==> src/rtl/vpw_rx_pkg.sv <==
package vpw_rx_pkg;

  typedef enum logic {
    ST_IDLE  = 1'b0,
    ST_FRAME = 1'b1
  } rxStateT;

  // Datapath to control: tick, edge and length comparisons for the level
  // that is ending (or still running) in this cycle.
  typedef struct packed {
    logic tick;      // sampling tick this cycle
    logic turn;      // filtered level flips at this tick
    logic active;    // current (ending) level is active
    logic runt;      // length below the shortest valid pulse
    logic shortLen;  // length below the long window
    logic longLen;   // length below the start-of-frame window
    logic sofLen;    // length below the end-of-frame threshold
    logic atEod;     // length equals the end-of-data threshold
    logic atEof;     // length equals the end-of-frame threshold
  } pulseMeasT;

  typedef struct packed {
    logic bitStb;
    logic bitVal;
    logic sof;
    logic eod;
    logic eof;
    logic err;
  } rxStrobeT;

endpackage

==> src/rtl/vpw_rx_datapath.sv <==
module vpw_rx_datapath
  import vpw_rx_pkg::*;
#(
  parameter int FILT_LEN = 2,
  parameter int MIN_LEN  = 34,
  parameter int LONG_MIN = 96,
  parameter int SOF_MIN  = 163,
  parameter int EOF_MIN  = 239
) (
  input  logic      clk,
  input  logic      rstN,
  input  logic      tickEn,
  input  logic      busRaw,
  output pulseMeasT meas
);

  localparam int CNT_MAX = EOF_MIN + 1;
  localparam int CW      = $clog2(CNT_MAX + 1);
  localparam int FW      = $clog2(FILT_LEN + 1);

  logic [1:0]    syncQ;
  logic          lvlQ;
  logic [FW-1:0] filtCnt;
  logic [CW-1:0] lenCnt;
  logic          differ;
  logic          lvlTurn;

  // two-flop synchronizer
  always_ff @(posedge clk or negedge rstN) begin
    if (!rstN) syncQ <= '0;
    else       syncQ <= {syncQ[0], busRaw};
  end

  assign differ  = syncQ[1] != lvlQ;
  assign lvlTurn = tickEn && differ && (filtCnt == FW'(FILT_LEN - 1));

  // digital filter: the new level must persist FILT_LEN ticks
  always_ff @(posedge clk or negedge rstN) begin
    if (!rstN) begin
      lvlQ    <= 1'b0;
      filtCnt <= '0;
    end else if (tickEn) begin
      if (lvlTurn) begin
        lvlQ    <= syncQ[1];
        filtCnt <= '0;
      end else if (differ) begin
        filtCnt <= filtCnt + FW'(1);
      end else begin
        filtCnt <= '0;
      end
    end
  end

  // saturating length counter; holds L at the tick that ends a level of L ticks
  always_ff @(posedge clk or negedge rstN) begin
    if (!rstN) begin
      lenCnt <= CW'(CNT_MAX);
    end else if (tickEn) begin
      if (lvlTurn)                    lenCnt <= CW'(1);
      else if (lenCnt != CW'(CNT_MAX)) lenCnt <= lenCnt + CW'(1);
    end
  end

  always_comb begin
    meas.tick     = tickEn;
    meas.turn     = lvlTurn;
    meas.active   = lvlQ;
    meas.runt     = lenCnt < CW'(MIN_LEN);
    meas.shortLen = lenCnt < CW'(LONG_MIN);
    meas.longLen  = lenCnt < CW'(SOF_MIN);
    meas.sofLen   = lenCnt < CW'(EOF_MIN);
    meas.atEod    = lenCnt == CW'(SOF_MIN);
    meas.atEof    = lenCnt == CW'(EOF_MIN);
  end

  AST_LVL_ON_TICK: assert property (@(posedge clk) disable iff (!rstN)
    (lvlQ != $past(lvlQ)) |-> $past(tickEn)) else $error("level moved off tick");
  AST_LVL_FOLLOWS_SYNC: assert property (@(posedge clk) disable iff (!rstN)
    (lvlQ != $past(lvlQ)) |-> (lvlQ == $past(syncQ[1]))) else $error("level not from sync");
  AST_CNT_SATURATES: assert property (@(posedge clk) disable iff (!rstN)
    (lenCnt == CW'(CNT_MAX) && !lvlTurn) |=> (lenCnt == CW'(CNT_MAX))) else $error("counter wrapped");

endmodule

==> src/rtl/vpw_rx_ctrl.sv <==
module vpw_rx_ctrl
  import vpw_rx_pkg::*;
(
  input  logic      clk,
  input  logic      rstN,
  input  pulseMeasT meas,
  output logic      bitStb,
  output logic      bitVal,
  output logic      sofStb,
  output logic      eodStb,
  output logic      eofStb,
  output logic      errStb
);

  rxStateT  stateQ, stateD;
  rxStrobeT stbQ, stbD;

  always_comb begin
    stateD = stateQ;
    stbD   = '0;
    if (meas.tick) begin
      if (meas.active) begin
        if (meas.atEof) begin
          stbD.err = 1'b1;
          stateD   = ST_IDLE;
        end else if (meas.turn) begin
          if (meas.runt) begin
            stbD.err = 1'b1;
            stateD   = ST_IDLE;
          end else if (!meas.longLen && meas.sofLen) begin
            stbD.sof = 1'b1;
            stateD   = ST_FRAME;
          end else if (stateQ == ST_FRAME && meas.longLen) begin
            stbD.bitStb = 1'b1;
            stbD.bitVal = meas.shortLen;
          end
        end
      end else if (stateQ == ST_FRAME) begin
        if (meas.atEod) stbD.eod = 1'b1;
        if (meas.atEof) begin
          stbD.eof = 1'b1;
          stateD   = ST_IDLE;
        end else if (meas.turn) begin
          if (meas.runt) begin
            stbD.err = 1'b1;
            stateD   = ST_IDLE;
          end else if (meas.longLen) begin
            stbD.bitStb = 1'b1;
            stbD.bitVal = !meas.shortLen;
          end
        end
      end
    end
  end

  always_ff @(posedge clk or negedge rstN) begin
    if (!rstN) begin
      stateQ <= ST_IDLE;
      stbQ   <= '0;
    end else begin
      stateQ <= stateD;
      stbQ   <= stbD;
    end
  end

  assign bitStb = stbQ.bitStb;
  assign bitVal = stbQ.bitVal;
  assign sofStb = stbQ.sof;
  assign eodStb = stbQ.eod;
  assign eofStb = stbQ.eof;
  assign errStb = stbQ.err;

  AST_ONE_STROBE: assert property (@(posedge clk) disable iff (!rstN)
    $onehot0({bitStb, sofStb, eodStb, eofStb, errStb})) else $error("strobes overlap");
  AST_SOF_ENTERS_FRAME: assert property (@(posedge clk) disable iff (!rstN)
    sofStb |-> stateQ == ST_FRAME) else $error("sof without frame");
  AST_BIT_IN_FRAME: assert property (@(posedge clk) disable iff (!rstN)
    bitStb |-> (stateQ == ST_FRAME && $past(stateQ) == ST_FRAME)) else $error("bit outside frame");
  AST_EOF_TO_IDLE: assert property (@(posedge clk) disable iff (!rstN)
    eofStb |-> ($past(stateQ) == ST_FRAME && stateQ == ST_IDLE)) else $error("eof state");
  AST_ERR_TO_IDLE: assert property (@(posedge clk) disable iff (!rstN)
    errStb |-> stateQ == ST_IDLE) else $error("error kept frame");
  AST_NO_ERR_REPEAT: assert property (@(posedge clk) disable iff (!rstN)
    errStb |=> !errStb) else $error("error repeated");

endmodule

==> src/rtl/vpw_symbol_rx.sv <==
module vpw_symbol_rx
  import vpw_rx_pkg::*;
#(
  parameter int FILT_LEN = 2,
  parameter int MIN_LEN  = 34,
  parameter int LONG_MIN = 96,
  parameter int SOF_MIN  = 163,
  parameter int EOF_MIN  = 239
) (
  input  logic clk,
  input  logic rstN,
  input  logic tickEn,
  input  logic busRaw,
  output logic bitStb,
  output logic bitVal,
  output logic sofStb,
  output logic eodStb,
  output logic eofStb,
  output logic errStb
);

  pulseMeasT meas;

  vpw_rx_datapath #(
    .FILT_LEN(FILT_LEN), .MIN_LEN(MIN_LEN), .LONG_MIN(LONG_MIN),
    .SOF_MIN(SOF_MIN),   .EOF_MIN(EOF_MIN)
  ) u_dp (
    .clk(clk), .rstN(rstN), .tickEn(tickEn), .busRaw(busRaw), .meas(meas)
  );

  vpw_rx_ctrl u_ctrl (
    .clk(clk), .rstN(rstN), .meas(meas),
    .bitStb(bitStb), .bitVal(bitVal), .sofStb(sofStb),
    .eodStb(eodStb), .eofStb(eofStb), .errStb(errStb)
  );

endmodule

==> config.mk <==
export PLATFORM = sky130hd
export DESIGN_NAME = vpw_symbol_rx
export DESIGN_NICKNAME = d
export VERILOG_FILES = /design/src/rtl/vpw_rx_pkg.sv /design/src/rtl/vpw_rx_datapath.sv /design/src/rtl/vpw_rx_ctrl.sv /design/src/rtl/vpw_symbol_rx.sv
export SDC_FILE = /design/constraint.sdc
export NUM_CORES = 1
export LEC_CHECK = 0
export BUFFER_PORTS_ARGS = -buffer_cell sky130_fd_sc_hd__clkbuf_2
export CAP_MARGIN = 20
export CORE_MARGIN = 2
export CORE_UTILIZATION = 35
export CTS_BUF_LIST = sky130_fd_sc_hd__clkbuf_4 sky130_fd_sc_hd__clkbuf_8 sky130_fd_sc_hd__clkbuf_16
export DETAILED_ROUTE_END_ITERATION = 7
export PLACE_DENSITY_LB_ADDON = 0.12
export SETUP_SLACK_MARGIN = 0.2
export SYNTH_ARGS = -nofsm -noshare
export SYNTH_HDL_FRONTEND = slang
export SYNTH_SLANG_ARGS = --single-unit
==> constraint.sdc <==
create_clock -name clk -period 2.6 [get_ports clk]
set_input_delay 0.26 -clock clk [delete_from_list [all_inputs] [get_ports clk]]
set_output_delay 0.26 -clock clk [all_outputs]
set_load 0.02 [all_outputs]
==> impl.org, run 1 <==
** Layout
- Footprint of the flip-flops and latches :: 505 um^2
- 0 antenna diodes ended up in the layout.
- In the final layout, the share of cells above drive strength 1 is 18.5%.
- Leaving out fill and tap cells, the most frequent cell in the layout is sky130_fd_sc_hd__dfrtp_1.
- For this run, the post-layout net count is 116.
- In the final layout, the multi-input gates occupy 464 um^2.
- With fillers left out, the area of the finished cells amounts to 1120 um^2.
- From synthesis to final layout, the design area changed by 9.66%.
- Number of filler cells placed in the layout :: 282
- Leaving out filler cells and counting taps, the final layout contains 139.
- The library cells used most frequently in the layout, excluding fill and tap cells, are sky130_fd_sc_hd__dfrtp_1 (16), sky130_fd_sc_hd__clkbuf_2 (9), sky130_fd_sc_hd__nand2_1 (8), sky130_fd_sc_hd__nor2_1 (8).

** Setup path
- Type of element launching the critical path :: flip-flop
- Sort of element at the end of the critical path :: flip-flop
- Traced cell by cell, the critical path runs through ha_1 > and4b_1 > nand4_2 > nor3b_2 > and4_1.
- The worst setup path is of the flip-flop to flip-flop kind.
- STA puts the critical path data arrival time at 1.93 ns.
- For this run, the slowest stage of the critical path takes 0.49 ns.
- The slowest stage of the critical path is the sky130_fd_sc_hd__dfrtp_1 cell.
- Maximum fanout along the worst path :: 7
- WP data required :: 2.81 ns

** Logic synthesis
- Yosys mapped the design onto 36 distinct sky130hd cell types.
- Count of mapped cells out of synthesis :: 100
- Post-synthesis cell area :: 1020 um^2
- The synthesized netlist devotes 10.9% of its cell area to compound gates.
- Number of warnings issued by yosys :: 0
- Post-synth EDFFs :: 0
- The synthesized netlist devotes 3.67% of its cell area to adder and majority cells.
- The number of nets handed over by synthesis was 107.
- By area, the combinational part of the netlist is dominated by simple AND/OR/NAND/NOR gates.
- Number of flip-flops and latches in the synthesized netlist :: 20
- For this run, asynchronously set or reset flops after synthesis account for 100%.
- Of the total synthesized cell area, the portion taken by XOR and XNOR cells is 7.70%.
- Proportion of synthesized chip area in sequential cells :: 49.4%
- Multiplexer share of the synthesized area :: 0%
- For this run, the leading register cell type out of synthesis is sky130_fd_sc_hd__dfrtp_1.
- Mean instance size in the synthesized netlist :: 10.2 um^2
- The synthesized netlist devotes 23.1% of its cell area to simple gates.

** Route
- Dividing the detail-routed via count by the number of cells gives 5.29.
- In the routed design, unresolved DRC markers number 0.
- First-pass detailed-route iteration total :: 5
- Routed WL per cell :: 13.8 um
- After detailed routing, the total wire length is 1.92 mm.
- Once detail routing completed, the nets flagged for antenna violations numbered 0.
- Number of DRC markers in iteration 0 :: 13
- Total via count after detailed routing :: 736

** GRT
- The number of global-route vias before repair is 711.
- Combined global-route utilization of all metal layers :: 13.4%
- GRT overflow :: 0
- Entering global routing, the biggest net connects 21 pins.
- The initial antenna violation count came to 0.
- The first global-routing pass estimated 3.39 mm of wire.

** Timing
- Pins Over Slew Limit :: 0
- Based on the critical path, the design can be clocked at up to 584 MHz.
- Worst Hold Slack :: 0.0450 ns
- Unrepaired setup endpoints after global routing :: false
- Count of endpoints failing hold in the final timing report :: 0
- Transition time at the pin with the least slew margin :: 0.532 ns
- The worst pin sits at a relative slew slack of 64.4%.
- Part of the cycle the worst path needs :: 65.8%
- For the finished layout, the period the worst path requires is 1.71 ns.
- Final setup viols :: 0
- The clock arrives with 0.00366 ns of skew.
- In the post-route analysis, the smallest setup slack over all paths is 0.888 ns.
- Summed negative setup slack over all endpoints :: 0 ns

** Floorplanning
- In this run the standard cell core region covers 2760 um^2.
- Row count :: 19
- The floorplan step defined a die boundary enclosing 3370 um^2.
- Number of I/O pins :: 10
- Die width :: 58.1 um
- Once the floorplan was initialized, standard cells occupied 37.1% of the core.
- Height of the die :: 58.1 um

** Place
- DP HPWL :: 1.37 mm
- Standard cell area after detailed placement :: 1080 um^2
- Post-place setup slack :: 0.909 ns
- In this run, placement finished with an instance count of 134.
- Buffers placed on the I/O ports in this run total 9.
- Final RePlAce weighted congestion :: 0.814

** Clock tree
- CTS HTree Levels :: 1
- CTS tree :: done
- TritonCTS Sinks :: 20
- After clock tree synthesis, the clock-pin slew on the worst setup and hold paths is 0.12 ns.
- The longest clock path from root to sink contains 2 buffers.
- Clock latency on the worst-skew pair, taken at its later pin, is 0.31 ns.
- Cell chosen for the clock root :: sky130_fd_sc_hd__clkbuf_4
- Number of buffers inserted during clock tree synthesis :: 3

** Outcome
- Outcome :: complete, no violations

** Job
- Across the run, the number of max-cap violations was 0.

** Min path
- In this run the worst hold path is classified as primary input to flip-flop.

** Pwr
- For this design the static power due to leakage is 0.507 nW.
- Power per cell area :: 780 nW/um^2
- Peak ir drop on the vdd network :: 0.425 mV
==> cell usage after synthesis (all sizes together) (2+ instances only) <==
cell | number | area share [%]
nand4 | 6 | 4.3
o21ai | 4 | 2.0
a21oi | 2 | 0.98
dfstp | 4 | 10
ha | 3 | 3.7
buf | 5 | 2.7
dfrtp | 16 | 39
inv | 6 | 2.2
and3 | 3 | 1.8
xor2 | 6 | 5.1
xnor2 | 3 | 2.6
and4b | 2 | 2.0
nand2 | 8 | 2.9
nor2 | 8 | 2.9
nor3 | 4 | 2.4
nand3 | 2 | 0.98
o41ai | 3 | 2.6
==> registers in the layout (all words and copies together) (netlist names) <==
name,count
u_ctrl.sofStb,1
u_ctrl.eodStb,1
u_dp.syncQ,2
u_dp.filtCnt,2
u_ctrl.bitStb,1
u_ctrl.bitVal,1
u_ctrl.errStb,1
u_dp.lenCnt,8
u_ctrl.eofStb,1
u_ctrl.stateQ,1
u_dp.lvlQ,1
==> worst paths after layout <==
path                       slack, ns                  startpoint                         end  depth (start not counted)
max                             0.89  u_dp.lenCnt[1]$_DFFE_PN0P_     u_ctrl.bitVal$_DFF_PN0_                          5
min reg2reg                     0.36     u_dp.syncQ[0]$_DFF_PN0_     u_dp.syncQ[1]$_DFF_PN0_                          0
min                             0.05                      busRaw     u_dp.syncQ[0]$_DFF_PN0_                          1
min in group asynchronous       0.42                        rstN   u_ctrl.stateQ$_DFFE_PN0P_                          2
max reg2reg                     0.89  u_dp.lenCnt[1]$_DFFE_PN0P_     u_ctrl.bitVal$_DFF_PN0_                          5
max in group asynchronous       1.82                        rstN  u_dp.lenCnt[5]$_DFFE_PN1P_                          2
==> per-stage QoR <==
stage | utilization, % | total power [mW]
floorplan | - | 0.644
global placement | 39.0 | 0.695
detailed placement | 39.0 | 0.693
CTS | 40.7 | 0.885
global route | 40.7 | 0.950
finish | 40.7 | 0.876
==> critical path: cells and delay by family, from the launching register on <==
kind / cells / cell delay [ns]
and+or+nand+nor: 4 / 0.84
DFF: 1 / 0.49
adders and majority gates: 1 / 0.30
==> per-layer routing <==
metal	routed length [um]	GRT usage [%]	vias up
met4	48	7.97	0
met1	975	17.5	345
met2	827	20.3	11
met5	0	0	-
met3	66	2.90	5
li1	-	-	375
==> kinds of logic (layout without fill, tap and decap cells) <==
kind of cell | Yosys count | in the layout
buf+inv | 12 | 20
simple gates | 40 | 40
flops | 20 | 20
fa+ha+maj | 3 | 3
xor+xnor | 9 | 9
compound gates | 16 | 16
==> power by group <==
| part | leakage [nW] | internal (mW) | switching [mW] | total, mW |
|---|---|---|---|---|
| registers | 0.250 | 0.374 | 0.0952 | 0.469 |
| clock network | 0.0210 | 0.0856 | 0.100 | 0.186 |
| logic | 0.236 | 0.0951 | 0.126 | 0.221 |
| total | 0.507 | 0.554 | 0.321 | 0.876 |
==> area by class of cell <==
| cell class | instances | share of cell area (%) |
|---|---|---|
| Sequential cell | 20 | 45.0 |
| Timing Repair Buffer | 10 | 4.91 |
| Inverter | 6 | 2.01 |
| Multi-Input combinational cell | 68 | 41.4 |
| Clock buffer | 4 | 3.23 |
| Tap cell | 31 | 3.46 |
==> repair_timing <==
| action | CTS | global route |
|---|---|---|
| setup buffers | 0 | 0 |
| hold endpoints to repair | 16 | 0 |
| hold buffers | 1 | 0 |
| resized for setup | 0 | 0 |
(Power assumes the default switching activity.)
==> run 2: changes to the inputs <==
clock period = 1.5 ns   (was 2.6 ns; I/O delays follow)
==> impl.org, run 2 (synthesis results as in run 1) <==
** Outcome
- Outcome :: complete, no violations (unchanged)

** Clock tree
- TritonCTS Sinks :: 20 (unchanged)
- CTS tree :: done (unchanged)
- The cell at the root of the clock tree is sky130_fd_sc_hd__clkbuf_4 (unchanged).
- The TritonCTS buffer count is 3 (unchanged).
- The number of levels the H-tree was split into was 1 (unchanged).
- The clock tree buffer depth is 2 (unchanged).
- The clock transition at the register clock pins on the worst setup and hold paths after CTS came to 0.12 ns (about the same).
- Clock latency at the later pin of the worst-skew pair :: 0.31 ns (about the same)

** Place
- Number of placed instances with taps included :: 143 (was 134)
- The post-place setup slack was 0.0137 ns (was 0.909 ns).
- The weighted congestion at the end of routability-driven global placement came to 0.859 (was 0.814).
- PortBufs :: 9 (unchanged)
- The HPWL reported at the end of detailed placement came to 1.43 mm (was 1.37 mm).

** GRT
- The wire length of the first global-routing pass is 3.82 mm (was 3.39 mm).
- The global-route met1 utilization was 19.1% (was 17.5%).
- Vias in the first global route :: 836 (was 711)
- The most utilized layer in the global route result is met2 (unchanged).
- Largest net degree at the start of global routing :: 21 (unchanged)
- The initial antenna violation count was 0 (unchanged).
- The global router's overall resource usage is 15.1% (was 13.4%).
- The met2 track utilization from global routing came to 24.4% (was 20.3%).
- Met3 capacity usage during global routing :: 2.90% (unchanged)
- GRT overflow :: 0 (unchanged)

** Layout
- Register containing the most flip-flops in the final layout :: u_dp.lenCnt (unchanged)
- Registers with the most flip-flops: u_dp.lenCnt (8), u_dp.filtCnt (2), u_dp.syncQ (2) (unchanged).
- Flip-flop count of the largest register, all copies and words added :: 8 (unchanged)
- Most common library cell in the layout ignoring fill and taps :: sky130_fd_sc_hd__buf_4 (was sky130_fd_sc_hd__dfrtp_1)
- The number of antenna repair diodes is 0 (unchanged).
- The number of nets in the layout was 141 (was 116).
- Final core utilization :: 51.0% (was 40.7%)
- Area added between synthesis and finish :: 37.3% (was 9.66%)
- Cell Count, Final, Fillers Out :: 164 (was 139)
- Highest-count cells in the layout ignoring fill and taps :: sky130_fd_sc_hd__buf_4 (21), sky130_fd_sc_hd__dfrtp_1 (14), sky130_fd_sc_hd__clkbuf_2 (9) (was sky130_fd_sc_hd__dfrtp_1 (16), sky130_fd_sc_hd__clkbuf_2 (9), sky130_fd_sc_hd__nand2_1 (8), sky130_fd_sc_hd__nor2_1 (8))
- Fraction of layout instances using a drive strength above 1 :: 45.1% (was 18.5%)

** Job
- The number of maximum-capacitance violations was 0 (unchanged).

** Setup path
- Maximum fanout along the worst path :: 6 (was 7)
- The element type at the critical path start is a flip-flop (unchanged).
- Arrival time of data at the critical path endpoint :: 1.70 ns (was 1.93 ns)
- The kind of capture point of the worst setup path was a flip-flop (unchanged).
- R2r startpoint :: u_dp.lenCnt[1]$_DFFE_PN0P_ (unchanged)
- The required arrival time at the worst endpoint is 1.75 ns (was 2.81 ns).
- Register-to-Register Path Depth :: 5 (unchanged)
- The endpoint of the worst register-to-register path was u_ctrl.bitVal$_DFF_PN0_ (unchanged).
- Critical path class :: flip-flop to flip-flop (unchanged)
- The slack of the worst reg-to-reg path came to 0.04 ns (was 0.89 ns).

** Route
- The final wirelength came to 2.30 mm (was 1.92 mm).
- Antenna viol nets, final :: 0 (unchanged)
- Final routed DRC violation total :: 0 (unchanged)
- The starting DRC count in detailed routing came to 20 (was 13).
- Routed WL per cell :: 14.0 um (was 13.8 um)
- The count of vias placed by the detailed router came to 881 (was 736).
- First-pass detailed-route iteration total :: 4 (was 5)
- The detailed-route vias per instance is 5.37 (was 5.29).

** Floorplanning
- Row count :: 19 (unchanged)
- Height of the die :: 58.1 um (unchanged)
- Die width :: 58.1 um (unchanged)
- The area of the die is 3370 um^2 (unchanged).
- Initial core utilization :: 37.1% (unchanged)
- The core outline area is 2760 um^2 (unchanged).
- Number of I/O pins :: 10 (unchanged)

** Timing
- The number of endpoints failing setup at the final stage was 0 (unchanged).
- Count of endpoints failing hold in the final timing report :: 0 (unchanged)
- F_max :: 687 MHz (was 584 MHz)
- The post-route clock period utilization is 97.1% (was 65.8%).
- Transition time at the pin with the least slew margin :: 0.482 ns (was 0.532 ns)
- Final WS setup :: 0.0440 ns (was 0.888 ns)
- The time the worst path needs with I/O delays and setup is 1.46 ns (was 1.71 ns).
- The total negative setup slack was 0 ns (unchanged).
- Max-Slew Margin vs Limit :: 67.8% (was 64.4%)
- Unrepaired setup endpoints after global routing :: true (was false)
- The worst-case clock skew was 0.00924 ns (was 0.00366 ns).
- Pins Over Slew Limit :: 0 (unchanged)

** Pwr
- The worst vdd rail ir drop was 0.759 mV (was 0.425 mV).
- The total power consumption of the routed design came to 1.89 mW (was 876 uW).
- The power density over cell area was 1350 nW/um^2 (was 780 nW/um^2).
- Standby leakage power :: 0.646 nW (was 0.507 nW)

** Min path
- Worst Min Path Start :: tickEn (was busRaw)
- The endpoint of the worst hold path is u_dp.filtCnt[0]$_DFFE_PN0P_ (was u_dp.syncQ[0]$_DFF_PN0_).
- The number of stages on the worst hold path was 2 (was 1).
- The worst min-delay path category is primary input to flip-flop (unchanged).
-- run 2: metrics by stage --
| step | hold slack, ns | instance area [um^2] |
|---|---|---|
| global placement | 0.138 | 1150 |
| CTS | 0.162 | 1330 |
| floorplan | -0.146 | 1030 |
| detailed placement | 0.137 | 1150 |
| global route | 0.176 | 1410 |
| finish | 0.170 | 1410 |
-- run 2: cell type report --
cell class              instances  area (um^2)
flip-flops and latches         20          508
inverters                       6         22.5
well taps                      31         38.8
multi-input cells              68          549
clock buffers                   4         30.0
repair buffers                 35          256
fillers                       246         1350
-- run 2: worst max path at each step --
stage,start,endpoint,slack (ns),cells past startpoint
6_report,u_dp.lenCnt[1]$_DFFE_PN0P_,u_ctrl.bitVal$_DFF_PN0_,0.04,5
5_1_grt,u_dp.lenCnt[0]$_DFFE_PN0P_,u_ctrl.bitVal$_DFF_PN0_,-0.01,5
4_1_cts,u_dp.lenCnt[0]$_DFFE_PN0P_,u_ctrl.bitVal$_DFF_PN0_,0.09,5
3_5_place_dp,u_dp.lenCnt[1]$_DFFE_PN0P_,u_ctrl.bitVal$_DFF_PN0_,0.01,5
3_3_place_gp,u_dp.lenCnt[1]$_DFFE_PN0P_,u_ctrl.bitVal$_DFF_PN0_,0.04,5
2_1_floorplan,u_dp.lenCnt[1]$_DFFE_PN0P_,u_ctrl.bitVal$_DFF_PN0_,0.10,5
-- run 2: what timing repair did --
action                                  CTS  global route
gates cloned                              0             0
endpoints found under the hold margin    17             0
hold buffers                              2             0
pin swaps                                 7             4
endpoints found under the setup margin   11            12
buffers inserted                         11             4
gates resized for setup                  14             8
-- run 2: worst max-delay path: stages, from the launching register on --
cell and delay (ns):
sky130_fd_sc_hd__dfrtp_2 0.44, sky130_fd_sc_hd__ha_2 0.21, sky130_fd_sc_hd__and4b_2 0.24, sky130_fd_sc_hd__nand4_4 0.10
sky130_fd_sc_hd__nor3b_4 0.20, sky130_fd_sc_hd__and4_1 0.20
-- run 2: power breakdown --
group | total, mW | internal, mW | switching (mW)
Combinational | 0.816 | 0.432 | 0.384
Clock | 0.295 | 0.122 | 0.173
Sequential | 0.780 | 0.653 | 0.127
-- run 2: layer usage --
metal | share of wire [%] | vias up
met1 | 45 | 432
met2 | 50 | 20
met3 | 3.0 | 8
met4 | 2.8 | 0
met5 | 0 | -
li1 | - | 421
